[config.mk]
export PLATFORM = sky130hd
export DESIGN_NAME = dac_cmd_ctrl
export DESIGN_NICKNAME = d
export VERILOG_FILES = /design/src/rtl/dac_cmd_pkg.sv /design/src/rtl/dac_cmd_decode.sv /design/src/rtl/dac_load_sync.sv /design/src/rtl/dac_wake_timer.sv /design/src/rtl/dac_cmd_ctrl.sv
export SDC_FILE = /design/constraint.sdc
export NUM_CORES = 1
export LEC_CHECK = 0
export ABC_AREA = 1
export BUFFER_PORTS_ARGS = -buffer_cell sky130_fd_sc_hd__buf_2
export CORE_UTILIZATION = 54
export CTS_BUF_LIST = sky130_fd_sc_hd__clkbuf_16
export CTS_CLUSTER_SIZE = 8
export DETAILED_ROUTE_END_ITERATION = 8
export PLACE_DENSITY = 0.79
export SYNTH_ARGS = -nofsm -noshare
export SYNTH_HDL_FRONTEND = slang
export SYNTH_SLANG_ARGS = --single-unit
[constraint.sdc]
create_clock -name clk -period 1.77 [get_ports clk]
set_clock_uncertainty 0.2 [all_clocks]
set_input_delay 0.177 -clock clk [delete_from_list [all_inputs] [get_ports clk]]
set_output_delay 0.177 -clock clk [all_outputs]
set_load 0.02 [all_outputs]
[src/rtl/dac_cmd_pkg.sv]
package dac_cmd_pkg;

    typedef enum logic [3:0] {
        CMD_LOAD      = 4'h0,
        CMD_PUSH      = 4'h1,
        CMD_LOAD_PUSH = 4'h3,
        CMD_SLEEP     = 4'h4,
        CMD_IDLE      = 4'hF
    } cmd_e;

    typedef struct packed {
        logic load;
        logic push;
        logic sleep;
    } act_t;

endpackage

[src/rtl/dac_cmd_decode.sv]
module dac_cmd_decode
    import dac_cmd_pkg::*;
#(
    parameter int RES = 16
) (
    input  logic [23:0]    word_i,
    output act_t           act_o,
    output logic [RES-1:0] code_o
);
    localparam int PAD = 16 - RES;

    logic unused_bits;

    always_comb begin
        act_o = '0;
        case (cmd_e'(word_i[23:20]))
            CMD_LOAD:      act_o.load = 1'b1;
            CMD_PUSH:      act_o.push = 1'b1;
            CMD_LOAD_PUSH: begin
                act_o.load = 1'b1;
                act_o.push = 1'b1;
            end
            CMD_SLEEP:     act_o.sleep = 1'b1;
            default:       act_o = '0;
        endcase
    end

    assign code_o = word_i[15:PAD];

    generate
        if (PAD > 0) begin : g_pad
            assign unused_bits = ^{word_i[19:16], word_i[PAD-1:0]};
        end else begin : g_nopad
            assign unused_bits = ^word_i[19:16];
        end
    endgenerate

endmodule

[src/rtl/dac_load_sync.sv]
module dac_load_sync (
    input  logic clk,
    input  logic rst_n,
    input  logic load_n_i,
    output logic low_o,
    output logic fall_o
);
    typedef struct packed {
        logic s1;
        logic s2;
        logic s3;
    } sync_t;

    sync_t q, d;

    always_comb begin
        d    = q;
        d.s1 = load_n_i;
        d.s2 = q.s1;
        d.s3 = q.s2;
    end

    always_ff @(posedge clk) begin
        if (!rst_n) q <= '1;
        else        q <= d;
    end

    assign low_o  = !q.s2;
    assign fall_o = q.s3 && !q.s2;

    AST_FALL_SINGLE: assert property (@(posedge clk) disable iff (!rst_n)
        fall_o |=> !fall_o);

endmodule

[src/rtl/dac_wake_timer.sv]
module dac_wake_timer #(
    parameter int WAKE_CYCLES = 600
) (
    input  logic clk,
    input  logic rst_n,
    input  logic sleep_i,
    output logic ready_o
);
    localparam int CW = $clog2(WAKE_CYCLES + 1);

    typedef struct packed {
        logic [CW-1:0] cnt;
        logic          prev;
    } tmr_t;

    tmr_t q, d;
    logic woke;

    assign woke = q.prev && !sleep_i;

    always_comb begin
        d      = q;
        d.prev = sleep_i;
        if (woke)             d.cnt = CW'(WAKE_CYCLES);
        else if (q.cnt != '0) d.cnt = q.cnt - 1'b1;
    end

    always_ff @(posedge clk) begin
        if (!rst_n) q <= '0;
        else        q <= d;
    end

    assign ready_o = !sleep_i && !woke && (q.cnt == '0);

    AST_ASLEEP_NOT_READY: assert property (@(posedge clk) disable iff (!rst_n)
        sleep_i |-> !ready_o);
    AST_WAKE_LOADS: assert property (@(posedge clk) disable iff (!rst_n)
        (q.prev && !sleep_i) |=> (q.cnt == CW'(WAKE_CYCLES)));

endmodule

[src/rtl/dac_cmd_ctrl.sv]
module dac_cmd_ctrl
    import dac_cmd_pkg::*;
#(
    parameter int RES         = 16,
    parameter bit MID_RESET   = 1'b0,
    parameter int WAKE_CYCLES = 600
) (
    input  logic           clk,
    input  logic           rst_n,
    input  logic           word_valid_i,
    input  logic [23:0]    word_i,
    input  logic           xfer_busy_i,
    input  logic           load_n_i,
    output logic [RES-1:0] dac_code_o,
    output logic           sleep_o,
    output logic           ready_o
);
    localparam logic [RES-1:0] RST_CODE =
        MID_RESET ? {1'b1, {(RES-1){1'b0}}} : '0;

    typedef struct packed {
        logic [RES-1:0] stage;
        logic [RES-1:0] dac;
        logic           sleep;
        logic           held;
    } ctl_t;

    ctl_t q, d;
    act_t act;
    logic [RES-1:0] code;
    logic ld_low, ld_fall;

    dac_cmd_decode #(.RES(RES)) u_dec (
        .word_i (word_i),
        .act_o  (act),
        .code_o (code)
    );

    dac_load_sync u_sync (
        .clk      (clk),
        .rst_n    (rst_n),
        .load_n_i (load_n_i),
        .low_o    (ld_low),
        .fall_o   (ld_fall)
    );

    dac_wake_timer #(.WAKE_CYCLES(WAKE_CYCLES)) u_tmr (
        .clk     (clk),
        .rst_n   (rst_n),
        .sleep_i (q.sleep),
        .ready_o (ready_o)
    );

    always_comb begin
        d = q;
        if (word_valid_i) begin
            d.held = 1'b1;
            if (act.load) d.stage = code;
            if (act.push) begin
                d.dac   = d.stage;
                d.sleep = 1'b0;
            end
            if (act.sleep && !ld_low) d.sleep = 1'b1;
            if (ld_low) begin
                d.dac   = d.stage;
                d.sleep = 1'b0;
            end
        end else begin
            if (xfer_busy_i) d.held = 1'b0;
            if (ld_fall) begin
                d.sleep = 1'b0;
                if (q.held && !xfer_busy_i) d.dac = q.stage;
            end
        end
    end

    always_ff @(posedge clk) begin
        if (!rst_n) begin
            q.stage <= RST_CODE;
            q.dac   <= RST_CODE;
            q.sleep <= 1'b0;
            q.held  <= 1'b0;
        end else begin
            q <= d;
        end
    end

    assign dac_code_o = q.dac;
    assign sleep_o    = q.sleep;

    AST_SLEEP_BY_WORD: assert property (@(posedge clk) disable iff (!rst_n)
        $rose(q.sleep) |-> $past(word_valid_i));
    AST_SLEEP_INHIBIT: assert property (@(posedge clk) disable iff (!rst_n)
        (word_valid_i && ld_low) |=> !q.sleep);
    AST_DAC_CAUSE: assert property (@(posedge clk) disable iff (!rst_n)
        !$stable(q.dac) |-> ($past(word_valid_i) || $past(ld_fall)));
    AST_FALL_WAKES: assert property (@(posedge clk) disable iff (!rst_n)
        (ld_fall && !word_valid_i) |=> !q.sleep);

endmodule

[After elaboration in Yosys (flattened, before gate mapping)]
Cells that the tools add are included.
Operators by class
  bitwise gates (word level): 1
  mux-type cells: 13
  reduce and logical (&&, ||, !) cells: 22
  equality and inequality tests: 5
  $add $sub $neg: 1
Operator list (number)
  17-bit two-way mux: 3
  16-bit two-way mux: 2
  10-bit two-way mux: 2
  18-bit two-way mux: 1
  10-bit zero test: 1
  10-bit nonzero test: 1
  10-bit by 1-bit subtractor with 10-bit output (second input constant): 1
  2-bit nonzero test: 4
  1-bit logical AND: 6
  2-bit OR reduction: 3
  1-bit two-way mux: 5
  4-bit by 1-bit == test with 1-bit output (second input constant): 1
  4-bit by 2-bit == test with 1-bit output (second input constant): 1
  4-bit by 3-bit == test with 1-bit output (second input constant): 1
  1-bit zero test: 4
  4-bit zero test: 1
  4-bit != test (second input constant): 1
  3-bit != test (second input constant): 1
  3-bit AND reduction: 1
  2-bit AND reduction: 1
  1-bit inverter: 1
Storage, ports and cells
  input port bits: 29
  word-level logic and storage cells: 52
  flip-flop bits (word level): 48
  output and inout bits: 18

[Longest topological paths before layout]
  word-level depth: 8
  depth in mapped cells: 9
  depth with buffers taken out: 8

[Modules after synthesis]
From an unflattened synthesis, not the netlist that was laid out.
Second synthesis, totals
  cell total of the unflattened synthesis: 386
  area total of the unflattened synthesis: 2628.8 um2
By module, submodules not included
  dac_cmd_ctrl: area each 1808.0 um2, cells each 272, instances 1
  dac_wake_timer: area each 560.5 um2, cells each 76, instances 1
  dac_cmd_decode: area each 167.7 um2, cells each 27, instances 1
  dac_load_sync: area each 92.6 um2, cells each 11, instances 1

[Worst setup path before layout]
Ideal clock, no wire load.
  path kind: register -> output
  start point: register u_tmr.q[1] (netlist name)
  end point: output ready_o
  cell stages (with the launch flop): 8
  path slack: 0.058 ns
  buffers on the path: 1
  data arrival time: 1.335 ns
  cell sequence: dfxtp_1 inv_1 ha_1 nand3_2 nor2_2 nand2_1 buf_6 nor3_2
On the way
  word-level cells in the longest chain between the ends: 2
RTL lines
  start: declaration: RTL line dac_wake_timer.sv:16  | tmr_t q, d;
  start signal: assignment: RTL line dac_wake_timer.sv:29  | if (!rst_n) q <= '0;
  start signal: assignment: RTL line dac_wake_timer.sv:30  | else q <= d;
  10-bit zero test: RTL line dac_wake_timer.sv:33  | assign ready_o = !sleep_i && !woke && (q.cnt == '0);
  1-bit logical AND: RTL line dac_wake_timer.sv:33
  end: declaration: RTL line dac_cmd_ctrl.sv:16  | output logic ready_o
Every way passes these cells.

[Worst setup path in the final report]
Same ends and word-level chain as after synthesis.

==> run metrics <==
largest net degree at the start of global routing=36; M1 GR Usage=0.2236; CTS tree=yes; beginning of the critical path=u_tmr.q[1]; Post-Syn Instances=between 300 and 400; power density cells=1335 nW/um^2; latest clock arrival within the worst-skew pair=0.29 ns; antenna violations before repair=0; max-cap violations=0; Post-synth EDFFs=0; Top FF cell, synth=dfxtp_1; Crit path required time=1.39 ns; global-route wire length before repair=6.720 mm; commonest non-fill, non-tap cells in the layout=68 x nand2_1, 48 x inv_1, 46 x dfxtp_1; endpoint with the worst hold slack=q[0]; capturing point of the worst reg2reg path=u_tmr.q[2]; Fin. Hold Viols=0; Die ar.=4533 sq um; final worst-path cycle share=0.9998; # port buffers=42; Vias/cell=4.647; dpl cells=380; post-route insts no fill=399; row cnt=23; clock tree sinks=48; CP startpoint kind=flop; CTS root buf=clkbuf_16; maximum clock rate=565.1 MHz; Multi-input gate area=roughly 1000 sq um; Initial Utilization=0.5680; post-synthesis xor/xnor area fraction=0.01520; average wire per standard cell=11.06 um; P_leak=1.399 nW; DP HPWL=2.601 mm; Worst Reg-to-Reg Cells=9; hold path depth=3; H-tree levels=2; vias in the first global route=1,568; RSZ-0062 raised after global routing=yes; CTS Buffer Depth=2; Syn Std Cell Area=2305 sq um; largest family of logic cells by synthesized area=simple AND/OR/NAND/NOR gates; register area share after synthesis=0.4169; GR Util met2=0.3500; Worst-path clk slew=0.06 ns; mux share of post-synthesis cell area=0; detailed-route wire length=4.413 mm; flop-to-flop setup slack=0.11 ns; Worst setup EP type=primary output; Final Util=0.6657; Synth Area in Compound Gates=0.08469; drt first pass iters=4; total global-route track usage=0.2033; worst slew pin tran=roughly 0.36 ns; io pins=47; GP Congestion=around 0.8; crit-path cells=inv_2 -> ha_4 -> nand3_4 -> nor2_4 -> nand2_2 -> nor3_2 -> buf_4; Initial DRC Count=71; outcome=finished, final reports clean; Setup Crit Path Kind=flop to primary output; Setup violations, final=0; max_slew headroom=0.7572; Avg Inst Size Synth=7.411 sq um; register area=963.4 sq um; die height=67.33 um; setup_tns=0 ns; post-synthesis adder-cell area fraction=0.005429; drt drc=0; crit path max-delay cell type=dfxtp_2; Synth Area in Simple Gates=0.3018; post-layout min period=1.770 ns; Layout fillers=338; final total power=3.606 mW; Crit path largest cell delay=0.33 ns; VDD IR max=0.0006421 V; synth unique cells=28; worst-path maximum fanout=3; layout cell share with drive strength beyond 1=0.2808; hold_sp=word_valid_i; Critical Path AT=1.39 ns; # diodes=0; Area Growth Syn to Fin=17.21%; FFs w/ async S/R, synth=0; met3 Usage GRT=0.06419; final net count=378; Synth Register Bits=between 40 and 50; Worst R2R Start=u_tmr.q[1]; Yosys warning total=0; Hold Crit Class=input port to flop; Final ANT Viol Nets=0; Synth Net Count=341; GRT busiest layer=met2; DR vias=1,854; GR Overflow Total=0; commonest non-fill, non-tap cell in the layout=nand2_1; Num CTS Buffers=5; Max Slew Vio Count=0; CORE AREA=between 4000 and 5000 sq um; Die Span X=67.33 um
[metal layers]
layer,vias to the layer above,wire (um)
li1,989,-
met1,813,1922
met2,40,2189
met3,12,212
met4,0,90
met5,-,0
[stage by stage]
stage	worst slack, ns	instance area, sq um	hold WS (ns)
after floorplan	0.05810	2305	0.08358
final	0.0003839	2701	0.02217
after global placement	0.1062	2406	0.1615
after detailed placement	0.03298	2406	0.1654
after CTS	0.003097	2625	0.002645
after global routing	-0.05803	2701	0.04555
[synth_stat cells, types with 2 or more instances]
cell type   n  area share
or2_2       2      0.0054
nand3_2     2      0.0087
and2_1     15       0.041
nor3_2      2      0.0087
nand2_1    70        0.11
nor2_1     43       0.070
clkbuf_1    3      0.0049
nand3_1     7       0.015
buf_6       6       0.029
o21ai_2    16       0.061
nor2_2      2      0.0054
nand4_1     2      0.0054
xnor2_1     2      0.0076
and2_2      2      0.0065
xor2_1      2      0.0076
buf_4      18       0.059
a21oi_1     8       0.017
inv_1      50       0.081
dfxtp_1    48        0.42
o21ai_0     3      0.0065
[critical path, delay by kind of cell, from the launching register on]
family / cells / cell delay [ns]
buffers and inverters: 2 / 0.24
adder cells (fa/ha/maj): 1 / 0.16
flip-flops: 1 / 0.33
AND/OR/NAND/NOR: 4 / 0.39
[kinds of logic after synthesis]
family                   count (synthesis)
adder cells (fa/ha/maj)                  1
AO/OA/AOI/OAI                           27
buffers and inverters                   78
AND/OR/NAND/NOR                        153
flip-flops                              48
XOR/XNOR                                 4
[what timing repair did]
| item | CTS | global route |
|---|---|---|
| buffers inserted | 3 | 3 |
| endpoints found under the hold margin | 3 | 0 |
| pin swaps | 2 | 2 |
| resized for setup | 8 | 7 |
| endpoints found under the setup margin | 2 | 17 |
| hold buffers | 3 | 0 |
| gates cloned | 0 | 2 |
[cell type report]
| cell class | count | share of cell area |
|---|---|---|
| tap | 50 | 0.02316 |
| clock inverter | 3 | 0.006484 |
| clock buffer | 5 | 0.04632 |
| inverter | 51 | 0.07087 |
| sequential | 48 | 0.3566 |
| multi-input combinational | 187 | 0.3742 |
| timing repair buffer | 55 | 0.1223 |
[flip-flops by register name (all words and copies together), names as in the netlist]
signal / count
q: 17
dac_code_o: 16
u_tmr.q: 11
u_sync.d: 2
sleep_o: 1
u_sync.q: 1
[worst max-delay path by stage]
stage / to / slack [ns]
after floorplan: ready_o / 0.06
after global placement: u_tmr.q[1] / 0.11
after detailed placement: u_tmr.q[2] / 0.03
after CTS: ready_o / 0.003
after global routing: ready_o / -0.06
final: ready_o / 0.0004
[where the power goes]
part	internal (mW)	switching [mW]
Combinational	0.598	0.723
Sequential	1.24	0.116
Clock	0.521	0.408
No activity file was read; power rests on OpenSTA's default activity.
